$ cat src/rtl/pws_pkg.sv
package pws_pkg;

  // Run-control states
  typedef enum logic [2:0] {
    ST_IDLE  = 3'd0,
    ST_DELAY = 3'd1,
    ST_RUN   = 3'd2,
    ST_SUSP  = 3'd3,
    ST_STOP  = 3'd4
  } run_st_e;

  // Shortest time any word may stay on the output, in cycles
  localparam int unsigned MIN_HOLD = 2;

  // Hold count actually applied to an entry's raw count field
  function automatic int unsigned eff_hold(input int unsigned raw);
    return (raw < MIN_HOLD) ? MIN_HOLD : raw;
  endfunction

endpackage

$ cat src/rtl/pws_ctrl.sv
module pws_ctrl
  import pws_pkg::*;
#(
  parameter int OFFSET_W = 30
) (
  input  logic                clk,
  input  logic                rst_n,
  input  logic                start_i,
  input  logic                stop_i,
  input  logic                susp_i,
  input  logic                resume_i,
  input  logic [OFFSET_W-1:0] offset_i,
  input  logic                underrun_evt_i,
  output run_st_e             state_o,
  output logic                run_go_o,
  output logic                kill_o,
  output logic                underrun_o
);

  run_st_e             st_q, st_d;
  logic [OFFSET_W-1:0] dly_q, dly_d;
  logic                active;
  logic                start_ok;
  logic                delay_done;
  logic                underrun_q;

  assign active     = (st_q == ST_DELAY) || (st_q == ST_RUN) || (st_q == ST_SUSP);
  assign kill_o     = active && stop_i;
  assign start_ok   = ((st_q == ST_IDLE) || (st_q == ST_STOP)) && start_i;
  assign run_go_o   = (st_q == ST_RUN) && !stop_i && !susp_i;
  assign delay_done = (dly_q == OFFSET_W'(1));

  always_comb begin
    st_d  = st_q;
    dly_d = dly_q;
    case (st_q)
      ST_IDLE, ST_STOP: begin
        if (start_i) begin
          if (offset_i == '0) begin
            st_d = ST_RUN;
          end else begin
            st_d  = ST_DELAY;
            dly_d = offset_i;
          end
        end
      end
      ST_DELAY: begin
        if (stop_i) begin
          st_d = ST_STOP;
        end else begin
          dly_d = dly_q - OFFSET_W'(1);
          if (delay_done) st_d = ST_RUN;
        end
      end
      ST_RUN: begin
        if (stop_i || underrun_evt_i) st_d = ST_STOP;
        else if (susp_i)              st_d = ST_SUSP;
      end
      ST_SUSP: begin
        if (stop_i)        st_d = ST_STOP;
        else if (resume_i) st_d = ST_RUN;
      end
      default: st_d = ST_IDLE;
    endcase
  end

  always_ff @(posedge clk or negedge rst_n) begin
    if (!rst_n) begin
      st_q       <= ST_IDLE;
      dly_q      <= '0;
      underrun_q <= 1'b0;
    end else begin
      st_q  <= st_d;
      dly_q <= dly_d;
      if (start_ok)            underrun_q <= 1'b0;
      else if (underrun_evt_i) underrun_q <= 1'b1;
    end
  end

  assign state_o    = st_q;
  assign underrun_o = underrun_q;

  AST_UNDERRUN_STICKY: assert property (@(posedge clk) disable iff (!rst_n)
    (underrun_q && !start_ok) |=> underrun_q);
  AST_UNDERRUN_HALTS: assert property (@(posedge clk) disable iff (!rst_n)
    underrun_evt_i |=> (st_q == ST_STOP));
  AST_STOP_LANDS: assert property (@(posedge clk) disable iff (!rst_n)
    kill_o |=> (st_q == ST_STOP));

endmodule

$ cat src/rtl/pws_player.sv
module pws_player
  import pws_pkg::*;
#(
  parameter int WORD_W = 48,
  parameter int HOLD_W = 15
) (
  input  logic                     clk,
  input  logic                     rst_n,
  input  logic                     run_go_i,
  input  logic                     kill_i,
  input  logic                     fifo_empty_i,
  input  logic [WORD_W+HOLD_W:0]   fifo_data_i,
  output logic                     fifo_rd_o,
  output logic                     underrun_evt_o,
  output logic                     load_evt_o,
  output logic [WORD_W-1:0]        word_o,
  output logic                     valid_o,
  output logic                     head_o,
  output logic                     tail_o
);

  localparam int ENTRY_W  = WORD_W + HOLD_W + 1;
  localparam int HOLD_LSB = WORD_W;
  localparam int HEAD_BIT = ENTRY_W - 1;

  logic [HOLD_W-1:0] rem_q;
  logic [HOLD_W-1:0] hold_f;
  logic [HOLD_W-1:0] first_rem;
  logic              load_due;
  logic [WORD_W-1:0] word_q;
  logic              valid_q, head_q, tail_q;

  assign hold_f    = fifo_data_i[HOLD_LSB +: HOLD_W];
  assign first_rem = HOLD_W'(eff_hold(32'(hold_f)) - 1);

  // A new word is due once the current one has used up its hold
  assign load_due       = run_go_i && (rem_q == '0);
  assign fifo_rd_o      = load_due && !fifo_empty_i;
  assign underrun_evt_o = load_due && fifo_empty_i;
  assign load_evt_o     = fifo_rd_o;

  always_ff @(posedge clk or negedge rst_n) begin
    if (!rst_n) begin
      word_q  <= '0;
      valid_q <= 1'b0;
      head_q  <= 1'b0;
      tail_q  <= 1'b0;
      rem_q   <= '0;
    end else if (kill_i || underrun_evt_o) begin
      valid_q <= 1'b0;
      head_q  <= 1'b0;
      tail_q  <= 1'b0;
      rem_q   <= '0;
    end else if (fifo_rd_o) begin
      word_q  <= fifo_data_i[WORD_W-1:0];
      head_q  <= fifo_data_i[HEAD_BIT];
      tail_q  <= valid_q && head_q;
      valid_q <= 1'b1;
      rem_q   <= first_rem;
    end else if (run_go_i && (rem_q != '0)) begin
      rem_q <= rem_q - HOLD_W'(1);
    end
  end

  assign word_o  = word_q;
  assign valid_o = valid_q;
  assign head_o  = head_q;
  assign tail_o  = tail_q;

  AST_MIN_HOLD: assert property (@(posedge clk) disable iff (!rst_n)
    load_evt_o |=> !load_evt_o);
  AST_READ_NONEMPTY: assert property (@(posedge clk) disable iff (!rst_n)
    fifo_rd_o |-> !fifo_empty_i);
  AST_HALT_CLEARS_VALID: assert property (@(posedge clk) disable iff (!rst_n)
    (kill_i || underrun_evt_o) |=> !valid_q);

endmodule

$ cat src/rtl/param_word_seq.sv
module param_word_seq
  import pws_pkg::*;
#(
  parameter int WORD_W   = 48,
  parameter int HOLD_W   = 15,
  parameter int OFFSET_W = 30
) (
  input  logic                     clk,
  input  logic                     rst_n,
  input  logic                     i_start,
  input  logic                     i_stop,
  input  logic                     i_suspend,
  input  logic                     i_resume,
  input  logic                     i_ext_suspend,
  input  logic                     i_ext_stop,
  input  logic [OFFSET_W-1:0]      i_offset,
  input  logic                     i_fifo_empty,
  input  logic [WORD_W+HOLD_W:0]   i_fifo_data,
  output logic                     o_fifo_rd,
  output logic [WORD_W-1:0]        o_word,
  output logic                     o_valid,
  output logic                     o_pair_head,
  output logic                     o_pair_tail,
  output logic                     o_underrun
);

  logic    stop_any, susp_any;
  run_st_e state;
  logic    run_go, kill, underrun_evt, load_evt;

  assign stop_any = i_stop | i_ext_stop;
  assign susp_any = i_suspend | i_ext_suspend;

  pws_ctrl #(.OFFSET_W(OFFSET_W)) ctrl_i (
    .clk            (clk),
    .rst_n          (rst_n),
    .start_i        (i_start),
    .stop_i         (stop_any),
    .susp_i         (susp_any),
    .resume_i       (i_resume),
    .offset_i       (i_offset),
    .underrun_evt_i (underrun_evt),
    .state_o        (state),
    .run_go_o       (run_go),
    .kill_o         (kill),
    .underrun_o     (o_underrun)
  );

  pws_player #(.WORD_W(WORD_W), .HOLD_W(HOLD_W)) player_i (
    .clk            (clk),
    .rst_n          (rst_n),
    .run_go_i       (run_go),
    .kill_i         (kill),
    .fifo_empty_i   (i_fifo_empty),
    .fifo_data_i    (i_fifo_data),
    .fifo_rd_o      (o_fifo_rd),
    .underrun_evt_o (underrun_evt),
    .load_evt_o     (load_evt),
    .word_o         (o_word),
    .valid_o        (o_valid),
    .head_o         (o_pair_head),
    .tail_o         (o_pair_tail)
  );

  AST_SUSPEND_FREEZE: assert property (@(posedge clk) disable iff (!rst_n)
    (state == ST_SUSP) |=> ((state != ST_SUSP) || ($stable(o_word) && $stable(o_valid) && !load_evt)));
  AST_DELAY_QUIET: assert property (@(posedge clk) disable iff (!rst_n)
    (state == ST_DELAY) |-> (!o_valid && !o_fifo_rd));
  AST_STOPPED_QUIET: assert property (@(posedge clk) disable iff (!rst_n)
    (state == ST_STOP) |-> (!o_valid && !o_fifo_rd));
  AST_IDLE_QUIET: assert property (@(posedge clk) disable iff (!rst_n)
    (state == ST_IDLE) |-> (!o_valid && !o_underrun));

endmodule

$ cat config.mk
export PLATFORM = sky130hd
export DESIGN_NAME = param_word_seq
export DESIGN_NICKNAME = d
export VERILOG_FILES = /design/src/rtl/pws_pkg.sv /design/src/rtl/pws_ctrl.sv /design/src/rtl/pws_player.sv /design/src/rtl/param_word_seq.sv
export SDC_FILE = /design/constraint.sdc
export NUM_CORES = 1
export LEC_CHECK = 0
export BUFFER_PORTS_ARGS = -buffer_cell sky130_fd_sc_hd__clkbuf_2
export CORE_MARGIN = 2
export CORE_UTILIZATION = 45
export CTS_CLUSTER_SIZE = 10
export DETAILED_ROUTE_END_ITERATION = 7
export GPL_TIMING_DRIVEN = 0
export PLACE_DENSITY = 0.75
export SLEW_MARGIN = 10
export SYNTH_ARGS = -nofsm -noshare
export SYNTH_HDL_FRONTEND = slang
export SYNTH_SLANG_ARGS = --single-unit
$ cat constraint.sdc
create_clock -name clk -period 3.89 [get_ports clk]
set_clock_uncertainty 0.15 [all_clocks]
set_input_delay 0.9725 -clock clk [delete_from_list [all_inputs] [get_ports clk]]
set_output_delay 0.9725 -clock clk [all_outputs]
set_load 0.05 [all_outputs]
==> key figures, run 1 <==
Drt
  • Avg Vias per Cell: 5.69
  • Drt drc: 0
  • Drt wl/cell: ~16 um
  • Initial DRC Count: roughly 570
  • WL final: between 15000 and 20000 um
  • Via count: between 5000 and 6000
  • Post-route ant nets: 0
  • DRT Pass-1 Iters: 5

Final layout
  • Area grow syn2layout: 25.5%
  • Fill count: 1100
  • Final net count: 960
  • Register area: roughly 0.0025 mm2
  • Layout cells sized above 1: ~26%
  • Antenna diode count: 0
  • Footprint of the multi-input gates: roughly 0.0029 mm2

Power
  • Leakage: approximately 3.5 nW
  • Total power: approximately 0.0036 W
  • Worst VDD drop: approximately 0.00031 V
  • Pwr dens: 525 mW/mm2

Logic synthesis
  • Synth Register Bits: 100
  • Ys async rst share: between 90% and 100%
  • Post-synth top area share: roughly 45%
  • Sequential fraction of the synthesis area: 45.4%
  • Leading register cell type out of synthesis: dfrtp_1
  • Post-synthesis xor/xnor area fraction: less than 1%
  • Main combinational cell family by area after synthesis: simple AND/OR/NAND/NOR gates
  • Mux share of post-synthesis cell area: around 1.9%
  • Mapped Cells: 679
  • Syn nets: approximately 790
  • YS warnings: 0
  • Ranking of synthesized cells by area: dfrtp_1 (45%), nand2_1 (12%), a21oi_1 (4.4%)
  • EDFF count, synth: 0
  • Synth area leader: dfrtp_1
  • Yosys cell types: 65
  • Mapped cell area: ~0.0055 mm2
  • Compound-Gate Fraction of Synth Area: ~18%
  • Mean area per synthesized cell: 8.11 um2
  • Simple-gate share of the synthesized area: a little under a third
  • Adder-cell share of the synthesized area: less than 1%

STA
  • Period Utilization, post-route: 108%
  • Post-route setup slack: -0.330 ns
  • Final setup vio count: 3
  • Fin crit period: about 4.2 ns
  • RSZ-0062 raised after global routing: yes
  • Fmax: 0.237 GHz
  • Final hold slack: roughly 0.32 ns
  • Final Hold Viols: 0
  • Least-Margin Pin Slew: 0.995 ns
  • Slew HR: between 30 and 40%
  • Slew Limit Fails: 0

Clocking
  • Clock tree from TritonCTS: yes
  • Clock buffer depth: 2
  • Worst-skew pair later-pin latency: 0.35 ns
  • CTS H-tree lvls: 3
  • CTS Buf Count: 9
  • CTS Hold Bufs: 0
  • Root buffer cell: clkbuf_16
  • Sink Count: 100
  • Reg clk slew, reported paths: about 0.060 ns

Critical path
  • Crit path capture type: flip-flop
  • CP startpoint: i_fifo_data[61]
  • Critical path peak fanout: 2
  • Crit path required time: around 4 ns
  • Worst setup path class: in -> reg
  • Startpoint type of the worst setup path: input port
  • Reg-to-reg startpoint: player_i.rem_q[2]$_DFFE_PN0P_
  • CP arrival: around 4.3 ns

Die
  • Cell Rows: 40
  • Die area: about 0.013 mm2
  • Placeable Area: approximately 0.012 mm2
  • # IOs: between 150 and 200
  • Die H: between 100 and 150 um
  • Die width: roughly 110 um
  • Starting Density: 46.0%

Global route
  • Overflow after GRT: 0
  • Largest net degree at the start of global routing: 101
  • Initial antenna violation count: 0
  • Vias in the first global route: between 5000 and 6000
  • Gr usage total: approximately a quarter
  • First-pass GRT wire length: around 25000 um

Status
  • Failing checks: setup timing
  • Status: complete, but fails checks

Min path
  • Worst hold path type: reg -> reg
  • Worst Hold Launch: player_i.word_o[25]$_DFFE_PN0P_

Placement
  • HPWL after detailed placement: ~11000 um
  • Pre-CTS setup slack: -0.840 ns
  • IO buf count: ~160
  • Gpl congestion: approximately 0.94

Run
  • Max_cap viols: 0
==> report_power, final <==
group,total [W],internal (W),switching (W)
registers,0.00145,0.00125,0.000207
logic,0.00135,0.000451,0.000899
clock network,0.000829,0.000447,0.000382
==> layout make-up <==
cell class	count	area share [%]
Inverter	9	0.489
Clock buffer	11	3.51
Timing Repair Buffer	164	12.7
Clock inverter	5	0.398
Sequential cell	100	36.2
Tap cell	147	2.66
Multi-Input combinational cell	533	41.8
Buffer	37	2.30
==> worst max-delay path, stage by stage <==
cell,delay [ns]
buf_8,0.10
or4_4,0.53
or4_4,0.50
or3_4,0.35
a31oi_4,0.18
ha_2,0.20
nor2b_4,0.17
nand2_2,0.07
or3_4,0.35
or4_4,0.45
o211a_1,0.25
a21oi_1,0.10
o21ai_1,0.07
==> cells in the mapped netlist, types with 2 or more instances <==
| master | instances |
|---|---|
| o22ai_1 | 6 |
| or3_1 | 12 |
| ha_1 | 3 |
| nor3_1 | 31 |
| o21ai_0 | 45 |
| a2111o_1 | 2 |
| nand3b_1 | 3 |
| nand2_1 | 177 |
| nor2_1 | 55 |
| a32oi_1 | 2 |
| or3b_2 | 2 |
| and2_1 | 3 |
| nand2b_1 | 6 |
| or4_4 | 2 |
| inv_1 | 9 |
| a21oi_1 | 48 |
| o21ai_1 | 3 |
| a211oi_1 | 3 |
| clkbuf_1 | 27 |
| o21a_1 | 2 |
| mux2i_1 | 8 |
| or4_1 | 4 |
| a2111oi_0 | 3 |
| o31ai_1 | 4 |
| a22oi_1 | 9 |
| nor2b_1 | 2 |
| a22o_1 | 3 |
| nor4_1 | 16 |
| a31oi_1 | 10 |
| nand4_1 | 7 |
| or2_2 | 4 |
| dfrtp_1 | 100 |
| nor4b_1 | 2 |
| buf_2 | 9 |
| a21o_1 | 6 |
| nand3_1 | 22 |
==> cells in the final DEF (no fill, tap or decap), types with 3 or more instances in the layout <==
master	Yosys	final
clkbuf_16	0	9
nand3_1	22	22
or3_1	12	10
dfrtp_1	100	100
buf_2	9	7
o31ai_1	4	4
nand2b_1	6	6
buf_4	1	11
nand2_1	177	176
clkbuf_2	0	150
clkbuf_4	0	3
a2111oi_0	3	3
a31oi_1	10	9
o22ai_1	6	6
or2_2	4	4
nor3_1	31	31
o21ai_0	45	44
clkinv_2	0	4
a21oi_1	48	48
inv_1	9	9
o21ai_1	3	4
nand4_1	7	7
or4_4	2	6
and2_1	3	3
nor4_1	16	16
mux2i_1	8	8
clkbuf_8	0	3
clkbuf_1	27	28
nand3b_1	3	3
a22o_1	3	3
a211oi_1	3	3
nor2_1	55	54
a21o_1	6	6
a22oi_1	9	9
==> routing by layer <==
metal	wire length (um)	vias up	global-route usage, %	part of all wire (%)
li1	-	2770	-	-
met1	7130	2648	32.8	45
met2	7130	277	38.1	45
met3	1270	29	4.29	8.0
met4	375	0	10.1	2.4
met5	0	-	0	0
==> path summary, 6_finish.rpt <==
path / endpoint / slack [ns] / cells past startpoint
max in group asynchronous: ctrl_i.dly_q[25]$_DFFE_PN0P_ / 2.48 / 1
max reg2reg: player_i.rem_q[12]$_DFFE_PN0P_ / 0.03 / 16
max: player_i.rem_q[12]$_DFFE_PN0P_ / -0.33 / 13
min in group asynchronous: player_i.word_o[39]$_DFFE_PN0P_ / 0.55 / 1
min reg2reg: player_i.word_o[25]$_DFFE_PN0P_ / 0.32 / 2
min: player_i.word_o[25]$_DFFE_PN0P_ / 0.32 / 2
==> state kept, by name (all words and copies together), names as in the netlist <==
| signal | cells |
|---|---|
| ctrl_i.underrun_o | 1 |
| player_i.rem_q | 15 |
| player_i.head_o | 1 |
| player_i.word_o | 48 |
| player_i.tail_o | 1 |
| player_i.valid_o | 1 |
| ctrl_i.dly_q | 30 |
| ctrl_i.state_o | 3 |
==> timing repair <==
action,CTS,global route
resized for setup,5,14
endpoints found under the setup margin,3,6
pin swaps,3,7
buffers inserted,6,3
==> per-stage QoR <==
stage	utilization [%]	cells	area (um2)	setup TNS (ns)
2_1_floorplan	-	679	5540	-1.05
3_3_place_gp	54.3	981	6500	-2.45
3_5_place_dp	54.4	981	6510	-2.55
4_1_cts	57.3	1003	6850	-0.583
5_1_grt	57.8	1006	6910	-0.810
6_report	57.8	1006	6910	-0.649
==> logic make-up (layout without fill, tap and decap cells) <==
| group | after synthesis | in the layout |
|---|---|---|
| flip-flops | 100 | 100 |
| buffers and inverters | 46 | 226 |
| adder cells (fa/ha/maj) | 3 | 3 |
| AO/OA/AOI/OAI | 162 | 162 |
| multiplexers | 9 | 9 |
| AND/OR/NAND/NOR | 358 | 358 |
| XOR/XNOR | 1 | 1 |
No activity file was read; power rests on OpenSTA's default activity.
==> run 2: changes to the inputs <==
--- a/config.mk
+++ b/config.mk
@@ -5,13 +5,13 @@
 export SDC_FILE = /design/constraint.sdc
 export NUM_CORES = 1
 export LEC_CHECK = 0
-export BUFFER_PORTS_ARGS = -buffer_cell sky130_fd_sc_hd__clkbuf_2
 export CORE_MARGIN = 2
 export CORE_UTILIZATION = 45
 export CTS_CLUSTER_SIZE = 10
 export DETAILED_ROUTE_END_ITERATION = 7
+export DONT_BUFFER_PORTS = 1
 export GPL_TIMING_DRIVEN = 0
-export PLACE_DENSITY = 0.75
+export PLACE_DENSITY = 0.64
 export SLEW_MARGIN = 10
 export SYNTH_ARGS = -nofsm -noshare
 export SYNTH_HDL_FRONTEND = slang
==> run 2 against run 1 <==
The flow still finishes with violations (setup timing). Critical endpoint is now player_i.rem_q[14]$_DFFE_PN0P_. Combinational power is 17% lower. Global-route usage is 0.21 points higher. Total power is 0.24% lower. First-iteration DRC count is 27% lower. Final area is 11% lower. Worst setup slack better by 0.15 ns. Sequential power is 9.7% higher. Sequential share of layout area is 4.7 points higher. Clock power is 11% higher. Non-clock buffer count is 156 lower.
==> key figures, run 2 (synthesized netlist as in run 1, its figures left out) <==
Power
  • Logic pwr share: between 30% and 40%
  • Worst VDD drop: slightly below 0.0003 V
  • P_int: about 0.0022 W
  • Switch Pwr: roughly 0.0015 W
  • Leakage: approximately 2.8 nW
  • Clk pwr share: 25.4%
  • Reg power frac: 43.8%
  • Switching part of the total: between 40% and 50%
  • Pwr dens: between 500 and 600 mW/mm2

Die
  • Placeable Area: approximately 0.012 mm2
  • Die area: 0.0131 mm2
  • # IOs: around 160
  • Die H: around 110 um
  • Die width: around 110 um
  • Starting Density: ~46%
  • Cell Rows: 40

Critical path
  • Critical path peak fanout: 4
  • Reg-to-reg startpoint: player_i.rem_q[7]$_DFFE_PN0P_
  • Startpoint type of the worst setup path: input port
  • Crit path capture type: flip-flop
  • CP arrival: around 4.2 ns
  • CP peak stage delay: 0.52 ns
  • CP dominant cell by count: or4_4
  • Worst-path cell chain: or4_4 -> or4_4 -> or3_4 -> a31oi_4 -> ha_2 -> nor2b_4 -> nand2_2 -> or3_4 -> or4_4 -> o31ai_4 -> a31oi_1 -> a21o_1
  • R2R Path End: player_i.rem_q[14]$_DFFE_PN0P_
  • Crit-path slowest cell: or4_4
  • Reg2reg setup slack: ~0.050 ns
  • Reg2Reg Depth: 16
  • Worst setup path class: in -> reg
  • CP startpoint: i_fifo_data[61]
  • Crit path required time: approximately 4.0 ns

Drt
  • Initial DRC Count: roughly 420
  • Drt drc: 0
  • Drt wl/cell: 18.7 um
  • Via count: approximately 5200
  • Avg Vias per Cell: 6.14
  • Post-route ant nets: 0
  • WL final: roughly 16000 um
  • DRT Pass-1 Iters: 5

Clocking
  • Clock buffer depth: 2
  • Sink Count: 100
  • Root buffer cell: clkbuf_16
  • CTS Buf Count: 9
  • Worst-skew pair later-pin latency: approximately 0.35 ns
  • Reg clk slew, reported paths: 0.07 ns
  • CTS Hold Bufs: 0
  • Clock tree from TritonCTS: yes
  • CTS H-tree lvls: 3

STA
  • Period Utilization, post-route: 105%
  • Final setup vio count: 2
  • Final Hold Viols: 0
  • RSZ-0062 raised after global routing: yes
  • Least-Margin Pin Slew: roughly 1.0 ns
  • Slew Limit Fails: 0
  • Fmax: between 0.2 and 0.25 GHz
  • Fin crit period: around 4.1 ns
  • Slew HR: between 30% and 40%
  • Post-route setup slack: -0.185 ns

Status
  • Status: complete, but fails checks
  • Failing checks: setup timing

Placement
  • IO buf count: 0
  • Post-Place Cell Area: between 0.005 and 0.006 mm2
  • Placed cells: ~830
  • Gpl congestion: between 0.9 and 1
  • HPWL after detailed placement: between 10000 and 15000 um

Final layout
  • Most common cell after layout, fill and taps aside: nand2_1
  • Layout cells sized above 1: under 10%
  • Design area: roughly 0.006 mm2
  • Post-layout util: 51.2%
  • Antenna diode count: 0
  • Final net count: 804
  • Area grow syn2layout: 11.2%
  • Most frequent cells in the layout: nand2_1 (176), dfrtp_1 (100), nor2_1 (54), a21oi_1 (47), o21ai_0 (44)
  • Fill count: approximately 1100
  • Max reg flops: 48
  • Final Non-Filler Cells: 849

Global route
  • Overflow after GRT: 0
  • Largest net degree at the start of global routing: between 100 and 150
  • First-pass GRT wire length: ~25000 um
  • Initial antenna violation count: 0
  • Vias in the first global route: between 4000 and 5000
  • Gr usage total: 24.3%

Run
  • Max_cap viols: 0

Min path
  • Worst hold path type: in -> async
[run 2: metal layers]
layer  vias to the layer above  global-route usage, %  share of wire, %
met2                       269                   39.2                46
met3                        28                   6.41               9.9
met4                         0                   9.19               2.0
met1                      2463                   31.4                42
met5                         -                      0                 0
li1                       2457                      -                 -
[run 2: critical path, delay by kind of cell]
kind	cells	cell delay [ns]
AOI/OAI and AO/OA	4	0.58
adders and majority gates	1	0.21
and+or+nand+nor	7	2.40
[run 2: worst max path at each step]
stage,endpoint,slack [ns],cells past startpoint
6_report,player_i.rem_q[14]$_DFFE_PN0P_,-0.18,12
5_1_grt,player_i.rem_q[14]$_DFFE_PN0P_,-0.29,12
4_1_cts,player_i.rem_q[14]$_DFFE_PN0P_,-0.22,12
3_5_place_dp,player_i.rem_q[14]$_DFFE_PN0P_,-0.77,12
3_3_place_gp,player_i.rem_q[14]$_DFFE_PN0P_,-0.69,12
2_1_floorplan,player_i.rem_q[14]$_DFFE_PN0P_,-0.48,12
[run 2: area by class of cell]
cell class                      count  area, um2  share of cell area (%)
Tap cell                          147        184                    3.00
Clock buffer                       12        256                    4.19
Sequential cell                   100       2500                    40.9
Inverter                            9       33.8                   0.552
Timing Repair Buffer                8       60.1                   0.981
Clock inverter                      3       46.3                   0.756
Multi-Input combinational cell    533       2890                    47.1
Buffer                             37        156                    2.55
[run 2: power groups by stage]
stage                     Combinational, W  Clock (W)  Sequential, W
after floorplan                   0.000813          0        0.00154
after global placement             0.00105          0        0.00159
after detailed placement           0.00109          0        0.00160
after CTS                          0.00110   0.000945        0.00158
after global routing               0.00125   0.000983        0.00163
final                              0.00112   0.000920        0.00159
[run 2: metrics by stage]
step | TNS (ns) | worst slack [ns] | total power (W) | hold slack (ns)
6_report | -0.352 | -0.185 | 0.00362 | 0.168
5_1_grt | -0.605 | -0.288 | 0.00386 | 0.151
4_1_cts | -0.426 | -0.216 | 0.00362 | 0.154
3_5_place_dp | -2.09 | -0.774 | 0.00269 | 0.351
3_3_place_gp | -1.81 | -0.693 | 0.00264 | 0.351
2_1_floorplan | -1.05 | -0.485 | 0.00235 | 0.321
[run 2: timing repair]
action	CTS	global route
endpoints found under the setup margin	2	4
buffers inserted	7	1
pin swaps	3	5
resized for setup	3	6
==> run 3: changes to the inputs <==
--- a/config.mk
+++ b/config.mk
@@ -7,7 +7,7 @@
 export LEC_CHECK = 0
 export CORE_MARGIN = 2
 export CORE_UTILIZATION = 45
-export CTS_CLUSTER_SIZE = 10
+export CTS_CLUSTER_SIZE = 30
 export DETAILED_ROUTE_END_ITERATION = 7
 export DONT_BUFFER_PORTS = 1
 export GPL_TIMING_DRIVEN = 0
@@ -15,4 +15,6 @@
 export SLEW_MARGIN = 10
 export SYNTH_ARGS = -nofsm -noshare
 export SYNTH_HDL_FRONTEND = slang
+export SYNTH_HIERARCHICAL = 1
 export SYNTH_SLANG_ARGS = --single-unit
+export TNS_END_PERCENT = 10
==> run 3 against run 2 <==
The flow still finishes with violations (setup timing). Critical path depth is 5 higher. Wire length is 1.7% lower. Utilization is 1.2 points higher. Largest cell class unchanged.
==> key figures, run 3 <==
Power
  • Logic pwr share: a little under a third
  • Total power: ~0.0038 W
  • Reg power frac: around 44%
  • Worst VDD drop: roughly 0.00041 V
  • Leakage: between 2 and 3 nW
  • Switch Pwr: ~0.0015 W
  • Switching part of the total: 40.6%
  • Clk pwr share: about 26%
  • Pwr dens: just over 600 mW/mm2
  • P_int: 0.00224 W

Critical path
  • CP arrival: approximately 4.3 ns
  • Crit path required time: roughly 4 ns
  • CP delay by family, top: simple AND/OR/NAND/NOR gates
  • Worst setup path class: in -> reg
  • Crit path buf inv count: 1
  • Worst-path cell chain: or2_4 -> nor2_4 -> nand3_4 -> nor2_4 -> nor3b_4 -> nand2_2 -> nor3_4 -> nand2_1 -> o22ai_2 -> ha_2 -> or3b_4 -> nor3_4 -> buf_4 -> nand4_1 -> a2111oi_2 -> a2bb2oi_1 -> nand3_1
  • CP peak stage delay: approximately 0.5 ns
  • Crit path capture type: flip-flop
  • Crit-path slowest cell: a2111oi_2
  • Critical path peak fanout: 3
  • Startpoint type of the worst setup path: input port

Clocking
  • Clock tree from TritonCTS: yes
  • Root buffer cell: clkbuf_16
  • Sink Count: 100
  • Reg clk slew, reported paths: approximately 0.070 ns
  • CTS Buf Count: 9
  • CTS Hold Bufs: 0
  • CTS H-tree lvls: 3
  • Clock buffer depth: 2
  • Worst-skew pair later-pin latency: 0.35 ns

STA
  • Final Hold Viols: 0
  • Fmax: around 0.24 GHz
  • Final setup vio count: 4
  • RSZ-0062 raised after global routing: yes
  • Final hold slack: around 0.15 ns
  • Setup TNS: -0.745 ns
  • Period Utilization, post-route: 108%
  • Post-route setup slack: -0.315 ns
  • Fin crit period: about 4.2 ns
  • Least-Margin Pin Slew: between 0.7 and 0.8 ns
  • Slew HR: ~49%
  • Slew Limit Fails: 0

Global route
  • Largest net degree at the start of global routing: between 100 and 150
  • Gr usage total: 23.8%
  • First-pass GRT wire length: around 24000 um
  • Vias in the first global route: approximately 4800
  • Overflow after GRT: 0
  • Initial antenna violation count: 0

Min path
  • Worst hold path type: in -> async

Final layout
  • Post-layout util: 52.4%
  • Most frequent cells in the layout: dfrtp_1 (100), mux2_2 (49), nor2_1 (36), a21oi_1 (31), nand2_1 (29)
  • Antenna diode count: 0
  • Most common cell after layout, fill and taps aside: dfrtp_1
  • Final net count: between 600 and 700
  • Area grow syn2layout: 14.5%
  • Max reg flops: 48
  • Layout cells sized above 1: 23.8%

Die
  • # IOs: approximately 160
  • Placeable Area: around 0.012 mm2
  • Die H: 114 um
  • Cell Rows: 40
  • Die area: 0.0130 mm2
  • Starting Density: a little under half
  • Die width: 114 um

Logic synthesis
  • Mapped Cells: about 540
  • Mean area per synthesized cell: about 10 um2
  • Mapped cell area: ~0.0054 mm2
  • Syn nets: about 640
  • YS warnings: 6

Drt
  • Initial DRC Count: 322
  • Avg Vias per Cell: about 6.7
  • WL final: 15600 um
  • Drt wl/cell: ~22 um
  • Via count: 4765
  • Post-route ant nets: 0
  • Drt drc: 0
  • DRT Pass-1 Iters: 5

Placement
  • HPWL after detailed placement: between 10000 and 15000 um
  • IO buf count: 0
  • Gpl congestion: between 0.9 and 1

Status
  • Status: complete, but fails checks
  • Failing checks: setup timing

Run
  • Max_cap viols: 0
-- run 3: path summary, 6_finish.rpt --
check	from	to	slack (ns)	cells past startpoint
setup / recovery	i_stop	player_i/rem_q[12]$_DFFE_PN0P_	-0.32	17
hold / removal	rst_n	ctrl_i/state_o[0]$_DFFE_PN0P_	0.15	0
setup reg to reg	ctrl_i/state_o[0]$_DFFE_PN0P_	player_i/rem_q[12]$_DFFE_PN0P_	-0.07	17
hold reg to reg	ctrl_i/dly_q[29]$_DFFE_PN0P_	ctrl_i/dly_q[29]$_DFFE_PN0P_	0.37	1
max in group asynchronous	rst_n	player_i/word_o[29]$_DFFE_PN0P_	3.27	0
min in group clk	ctrl_i/dly_q[29]$_DFFE_PN0P_	ctrl_i/dly_q[29]$_DFFE_PN0P_	0.37	1
-- run 3: final cells by class --
type                    instances  area (um2)
plain buffers                  23         116
clock buffers                   9         225
clock inverters                 7         106
fillers                      1087        5670
inverters                       6        27.5
multi-input cells             406        2980
flip-flops and latches        100        2500
well taps                     147         184
repair buffers                 13        97.6
-- run 3: per-layer routing --
layer | track usage, % | wire (um) | vias up
met3 | 6.91 | 1200 | 44
met1 | 29.0 | 6240 | 2354
li1 | - | - | 2141
met5 | 0 | 0 | -
met2 | 38.8 | 7710 | 226
met4 | 11.5 | 448 | 0
-- run 3: through the flow --
step / std cells / area, um2 / setup WS [ns]
CTS: 706 / 6180 / -0.290
finish: 711 / 6240 / -0.315
detailed placement: 683 / 5720 / -1.15
global route: 711 / 6240 / -0.424
floorplan: 536 / 5530 / -0.566
global placement: 683 / 5720 / -1.03
-- run 3: power by group through the flow --
stage               combinational, W  sequential (W)  clock [W]
global placement             0.00107         0.00166          0
CTS                          0.00113         0.00165   0.000995
finish                       0.00115         0.00166   0.000965
floorplan                   0.000857         0.00160          0
detailed placement           0.00111         0.00167          0
global route                 0.00127         0.00169    0.00104
-- run 3: timing repair --
| item | CTS | global route |
|---|---|---|
| resized for setup | 16 | 4 |
| setup buffers | 8 | 5 |
| pin swaps | 8 | 9 |
| gates cloned | 0 | 0 |
| setup endpoints to repair | 17 | 6 |
| hold endpoints to repair | 0 | 0 |
